### config.mk
export PLATFORM = sky130hd
export DESIGN_NAME = lcd_row_scanner
export DESIGN_NICKNAME = d
export VERILOG_FILES = /design/src/rtl/lcd_scan_pkg.sv /design/src/rtl/scan_cfg_decode.sv /design/src/rtl/row_shift_chain.sv /design/src/rtl/row_level_map.sv /design/src/rtl/lcd_row_scanner.sv
export SDC_FILE = /design/constraint.sdc
export NUM_CORES = 1
export LEC_CHECK = 0
export ABC_AREA = 0
export BUFFER_PORTS_ARGS = -buffer_cell sky130_fd_sc_hd__buf_4
export CAP_MARGIN = 10
export CORE_AREA = 2 2 157 159
export DETAILED_ROUTE_END_ITERATION = 12
export DIE_AREA = 0 0 159 161
export GPL_ROUTABILITY_DRIVEN = 0
export GPL_TIMING_DRIVEN = 0
export MAX_ROUTING_LAYER = met4
export PLACE_DENSITY_LB_ADDON = 0.15
export SYNTH_ARGS = -nofsm -noshare
export SYNTH_HDL_FRONTEND = slang
export SYNTH_HIERARCHICAL = 1
export SYNTH_SLANG_ARGS = --single-unit
### constraint.sdc
create_clock -name clk -period 18.6 [get_ports clk]
set_input_delay 5.58 -clock clk [delete_from_list [all_inputs] [get_ports clk]]
set_output_delay 5.58 -clock clk [all_outputs]
set_load 0.1 [all_outputs]
### src/rtl/lcd_scan_pkg.sv
package lcd_scan_pkg;

    typedef enum logic [1:0] {
        LVL_V0 = 2'b00,
        LVL_V1 = 2'b01,
        LVL_V4 = 2'b10,
        LVL_V5 = 2'b11
    } drive_lvl_e;

    typedef enum logic [1:0] {
        CFG_FULL_FWD  = 2'b00,
        CFG_FULL_REV  = 2'b01,
        CFG_SPLIT_FWD = 2'b10,
        CFG_SPLIT_REV = 2'b11
    } chain_cfg_e;

endpackage

### src/rtl/scan_cfg_decode.sv
module scan_cfg_decode
    import lcd_scan_pkg::*;
(
    input  logic       dir,
    input  logic       split,
    output chain_cfg_e cfg,
    output logic       lo_oe,
    output logic       hi_oe
);

    always_comb begin
        unique case ({split, dir})
            2'b00:   cfg = CFG_FULL_FWD;
            2'b01:   cfg = CFG_FULL_REV;
            2'b10:   cfg = CFG_SPLIT_FWD;
            default: cfg = CFG_SPLIT_REV;
        endcase
    end

    always_comb begin
        unique case (cfg)
            CFG_FULL_FWD, CFG_SPLIT_FWD: begin
                lo_oe = 1'b0;
                hi_oe = 1'b1;
            end
            default: begin
                lo_oe = 1'b1;
                hi_oe = 1'b0;
            end
        endcase
    end

    always_comb begin
        AST_PIN_ROLES: assert (lo_oe == dir && hi_oe == !dir);
    end

endmodule

### src/rtl/row_shift_chain.sv
module row_shift_chain
    import lcd_scan_pkg::*;
#(
    parameter int ROWS = 160
) (
    input  logic            clk,
    input  logic            rst,
    input  logic            load,
    input  chain_cfg_e      cfg,
    input  logic            lo_in,
    input  logic            hi_in,
    input  logic            b_in,
    output logic [ROWS-1:0] chain
);

    localparam int HALF = ROWS / 2;

    logic [ROWS-1:0] nxt;

    always_comb begin
        unique case (cfg)
            CFG_FULL_FWD:  nxt = {chain[ROWS-2:0], lo_in};
            CFG_FULL_REV:  nxt = {hi_in, chain[ROWS-1:1]};
            CFG_SPLIT_FWD: nxt = {chain[ROWS-2:HALF], b_in, chain[HALF-2:0], lo_in};
            default:       nxt = {hi_in, chain[ROWS-1:HALF+1], b_in, chain[HALF-1:1]};
        endcase
    end

    always_ff @(posedge clk) begin
        if (rst) begin
            chain <= '0;
        end else if (load) begin
            chain <= nxt;
        end
    end

    AST_HOLD_IDLE: assert property (@(posedge clk) disable iff (rst)
        !load |=> $stable(chain));

    AST_FWD_ENTRY: assert property (@(posedge clk) disable iff (rst)
        (load && cfg == CFG_FULL_FWD) |=> (chain[0] == $past(lo_in)
                                           && chain[ROWS-1] == $past(chain[ROWS-2])));

    AST_REV_ENTRY: assert property (@(posedge clk) disable iff (rst)
        (load && cfg == CFG_FULL_REV) |=> (chain[ROWS-1] == $past(hi_in)
                                           && chain[0] == $past(chain[1])));

    AST_SPLIT_FWD_SEAM: assert property (@(posedge clk) disable iff (rst)
        (load && cfg == CFG_SPLIT_FWD) |=> (chain[HALF] == $past(b_in)
                                            && chain[0] == $past(lo_in)));

    AST_SPLIT_REV_SEAM: assert property (@(posedge clk) disable iff (rst)
        (load && cfg == CFG_SPLIT_REV) |=> (chain[HALF-1] == $past(b_in)
                                            && chain[ROWS-1] == $past(hi_in)));

endmodule

### src/rtl/row_level_map.sv
module row_level_map
    import lcd_scan_pkg::*;
#(
    parameter int ROWS = 160
) (
    input  logic [ROWS-1:0]   chain,
    input  logic              frame,
    input  logic              disp_on,
    output logic [2*ROWS-1:0] row_lvl
);

    for (genvar r = 0; r < ROWS; r++) begin : g_row
        drive_lvl_e lvl;
        always_comb begin
            unique case ({disp_on, chain[r], frame})
                3'b100:  lvl = LVL_V4;
                3'b101:  lvl = LVL_V1;
                3'b110:  lvl = LVL_V0;
                3'b111:  lvl = LVL_V5;
                default: lvl = LVL_V5;
            endcase
        end
        assign row_lvl[2*r +: 2] = lvl;
    end

    always_comb begin
        if (!disp_on) begin
            AST_BLANK_LEVEL: assert (row_lvl == '1);
        end
    end

endmodule

### src/rtl/lcd_row_scanner.sv
module lcd_row_scanner
    import lcd_scan_pkg::*;
#(
    parameter int ROWS = 160
) (
    input  logic              clk,
    input  logic              rst,
    input  logic              load,
    input  logic              dir,
    input  logic              split,
    input  logic              frame,
    input  logic              disp_on,
    input  logic              end_lo_in,
    input  logic              end_hi_in,
    input  logic              scr2_in,
    output logic              end_lo_out,
    output logic              end_lo_oe,
    output logic              end_hi_out,
    output logic              end_hi_oe,
    output logic [2*ROWS-1:0] row_lvl
);

    chain_cfg_e      cfg;
    logic [ROWS-1:0] chain;

    scan_cfg_decode u_cfg (
        .dir   (dir),
        .split (split),
        .cfg   (cfg),
        .lo_oe (end_lo_oe),
        .hi_oe (end_hi_oe)
    );

    row_shift_chain #(.ROWS(ROWS)) u_chain (
        .clk   (clk),
        .rst   (rst),
        .load  (load),
        .cfg   (cfg),
        .lo_in (end_lo_in),
        .hi_in (end_hi_in),
        .b_in  (scr2_in),
        .chain (chain)
    );

    row_level_map #(.ROWS(ROWS)) u_map (
        .chain   (chain),
        .frame   (frame),
        .disp_on (disp_on),
        .row_lvl (row_lvl)
    );

    assign end_lo_out = chain[0];
    assign end_hi_out = chain[ROWS-1];

    AST_RESET_ROWS: assert property (@(posedge clk) disable iff (rst)
        ($past(rst) && !$past(load) && disp_on) |-> (end_lo_out == 1'b0 && end_hi_out == 1'b0));

endmodule

==> results.md <==
- Post-route ant nets: 0
- CTS buffer count: 17
- Req. time, crit path: roughly 13 ns
- WHS Endpoint: u_chain/chain[90]
- CP max-delay cell: buf_1
- Setup ws final: ~5.7 ns
- RR Endpoint: u_chain/chain[79]
- Sequential share of the synthesized area: 0.3008
- Initial DRC count: roughly 630
- Cell mode on critical path: buf_4
- Worst slew margin: 0.4661
- Multi-input logic area: between 5000 and 6000 um2
- Worst reg2reg startpoint: u_chain/chain[78]
- Pwr Density: 96.63 nW/um2
- Die Area: between 20000 and 30000 um2
- M3 GR Usage: 0.04340
- Reg2Reg Setup Slack: ~18 ns
- Mux share of post-synthesis cell area: 0.1504
- Avg WL per Cell: ~17 um
- Hold path cells: 2
- Compound-Gate Fraction of Synth Area: 0.1130
- CTS tree: yes
- GRT met1 Usage: 0.3412
- Hold Buf Count CTS: 0
- Io pins: approximately 330
- Pre-CTS setup slack: 5.702 ns
- First-pass GRT wire length: ~50 mm
- Internal power: 0.7129 mW
- Register Area: 3203 um2
- Switching share of total power: 0.4788
- Worst-case clock buffer depth: 2
- Cells along the critical path: clkbuf_2 > buf_1 > nand2b_4 > buf_16 > buf_4 > buf_4
- Largest family of logic cells by synthesized area: buffers and inverters
- Syn avg cell area: between 8 and 9 um2
- Crit start category: input port
- Initial antenna violation count: 0
- Ys Warns: 6
- Fillers: 2254
- Starting Density: 0.4444
- Synthesized Nets: around 1300
- Total wire length: 32.20 mm
- Site Rows: 57
- Die width: between 150 and 200 um
- Final Net Count: roughly 1600
- Setup crit end kind: output pin
- GRT Resource Usage Total: 0.2487
- DIE HEIGHT: between 150 and 200 um
- Largest net degree at the start of global routing: 81
- Sw Pwr: 0.6549 mW
- H-Tree Depth: 4
- Setup bufs post-CTS: 0
- Total grt overflow: 0
- Worst-margin pin slew: approximately 0.8 ns
- Hold Crit Start: u_chain/chain[90]
- Combinational power share: 0.451
- Final setup violation count: 0
- Routed vias: 9508
- CP Data Arrival Time: about 7.3 ns
- Setup TNS: 0 ns
- Grt met2 use: 0.3836
- Synth cell types: 21
- Most Crowded Layer GR: met2
- Detailed Place HPWL: 23.95 mm
- Antenna diodes: 0
- Largest regs: u_chain/chain: 160 flops
- Adder-cell share of the synthesized area: 0
- Peak supply drop: between 0.06 and 0.07 mV
- Xor/xnor cell area share of the yosys netlist: 0.1316
- Core ar.: about 24000 um2
- Fraction of layout cells with a size suffix above 1: 0.3506
- Largest reg by FF count: u_chain/chain
- Hold Vio Cnt, Final: 0
- Drt pass-1 iters: 7
- Part of the cycle the worst path needs: 0.6943
- Later-pin clock latency in the skew report: between 0.4 and 0.5 ns
- CTS resizes: 0
- Status: complete, no violations
- Seq cells post-synth: 160
- Min Hold Slack: 0.5254 ns
- Unrepaired setup endpoints after global routing: no
- Avg Vias per Cell: roughly 4.9
- Area delta synth->final: 32.92%
- Fin Clk Skew: ~0.0095 ns
- Max_cap viols: 0
- Critical path type: input port to output pin
- Number of global-route vias before repair: between 8000 and 9000
- Clock transition at path regs: ~0.07 ns
- Post-Synthesis Cell Area: around 11000 um2
- Mapped Cells: between 1000 and 1500
- Num Clock Sinks: 160
- Sequential share of power: 0.289
- Tmin final: 12.91 ns
- Clk root buf: clkbuf_16
- R2R cell count: 2
- Port buffer count: ~330
- Slew Viols, Final: 0
- Drc violations: 0
- Crit-path max cell delay: about 0.43 ns
- Post-synthesis simple-gate area fraction: 0.1384
- Max FO, Critical Path: 80
- Path category of the worst min-delay check: register to register
- Leakage: around 6.7 nW
- Clock power share: 0.260
- Maximum clock rate: 0.07744 GHz
- Flip-flop count of the largest register after layout: 160
-- power by group through the flow --
stage | Clock [mW] | Sequential, mW | Combinational (mW)
after detailed placement | 0 | 0.403 | 0.616
final | 0.355 | 0.396 | 0.617
after floorplan | 0 | 0.396 | 0.507
after CTS | 0.359 | 0.395 | 0.618
after global placement | 0 | 0.403 | 0.618
after global routing | 0.374 | 0.399 | 0.640
-- Yosys cell counts --
| cell type | count | area (um2) |
|---|---|---|
| xor2_1 | 160 | 1401 |
| buf_1 | 6 | 22.52 |
| buf_4 | 136 | 1021 |
| nand3b_1 | 1 | 7.510 |
| nand4b_1 | 1 | 8.760 |
| nand2b_1 | 39 | 244.0 |
| nand2_1 | 160 | 600.6 |
| or3b_1 | 1 | 8.760 |
| buf_12 | 11 | 220.2 |
| nor2_1 | 158 | 593.1 |
| buf_8 | 3 | 45.04 |
| inv_1 | 1 | 3.750 |
| o221ai_1 | 2 | 17.52 |
| or4bb_1 | 1 | 11.26 |
| clkbuf_1 | 36 | 135.1 |
| clkbuf_2 | 1 | 5.000 |
| dfxtp_1 | 160 | 3203 |
| buf_6 | 11 | 123.9 |
| a211oi_1 | 158 | 1186 |
| mux2i_1 | 160 | 1602 |
| buf_2 | 38 | 190.2 |
-- worst max-delay path, delay by kind of cell --
family / cells / cell delay [ns]
buf+inv: 5 / 1.31
simple gates: 1 / 0.39
-- per-layer routing --
metal,vias to the layer above,wire (um),share of wire
met4,0,399,0.012
met1,4409,14730,0.46
met3,28,2234,0.069
met5,-,0,0
met2,330,14840,0.46
li1,4741,-,-
-- per-stage QoR --
stage / utilization / power [mW] / std cells / area (um2)
2_1_floorplan: - / 0.9022 / 1244 / 10650
3_3_place_gp: 0.5644 / 1.021 / 1897 / 13530
3_5_place_dp: 0.5659 / 1.019 / 1898 / 13560
4_1_cts: 0.5907 / 1.372 / 1930 / 14160
5_1_grt: 0.5907 / 1.413 / 1930 / 14160
6_report: 0.5907 / 1.368 / 1930 / 14160
-- area by class of cell --
| type | count | area share |
|---|---|---|
| Timing Repair Buffer | 330 | 0.1764 |
| Clock buffer | 18 | 0.03102 |
| Clock inverter | 14 | 0.01105 |
| Inverter | 1 | 0.0002652 |
| Multi-Input combinational cell | 841 | 0.4018 |
| Buffer | 242 | 0.1245 |
| Sequential cell | 160 | 0.2263 |
| Tap cell | 324 | 0.02864 |
-- kinds of logic (layout without fill, tap and decap cells) --
group | after synthesis | after routing
buffers and inverters | 243 | 605
AO/OA/AOI/OAI | 160 | 160
multiplexers | 160 | 160
AND/OR/NAND/NOR | 361 | 361
XOR/XNOR | 160 | 160
flip-flops | 160 | 160
-- cell usage in the layout (no fill, tap or decap), types with 2 or more instances in the layout --
master | synthesis | routed
buf_4 | 136 | 465
mux2i_1 | 160 | 160
dfxtp_1 | 160 | 160
xor2_1 | 160 | 160
nand2_1 | 160 | 160
nor2_1 | 158 | 158
a211oi_1 | 158 | 158
buf_2 | 38 | 38
nand2b_1 | 39 | 38
clkbuf_1 | 36 | 36
clkbuf_16 | 0 | 17
buf_6 | 11 | 11
buf_12 | 11 | 11
buf_1 | 6 | 6
clkinv_4 | 0 | 5
inv_6 | 0 | 4
buf_8 | 3 | 3
bufinv_16 | 0 | 2
clkinv_2 | 0 | 2
o221ai_1 | 2 | 2
-- worst max path at each step --
stage,cells past startpoint,startpoint,slack [ns],to
4_1_cts,6,disp_on,5.70,row_lvl[308]
5_1_grt,6,disp_on,5.55,row_lvl[220]
3_3_place_gp,5,frame,3.44,row_lvl[90]
3_5_place_dp,6,disp_on,5.70,row_lvl[308]
6_report,6,disp_on,5.69,row_lvl[92]
2_1_floorplan,4,frame,3.48,row_lvl[100]
No activity file was read; power rests on OpenSTA's default activity.
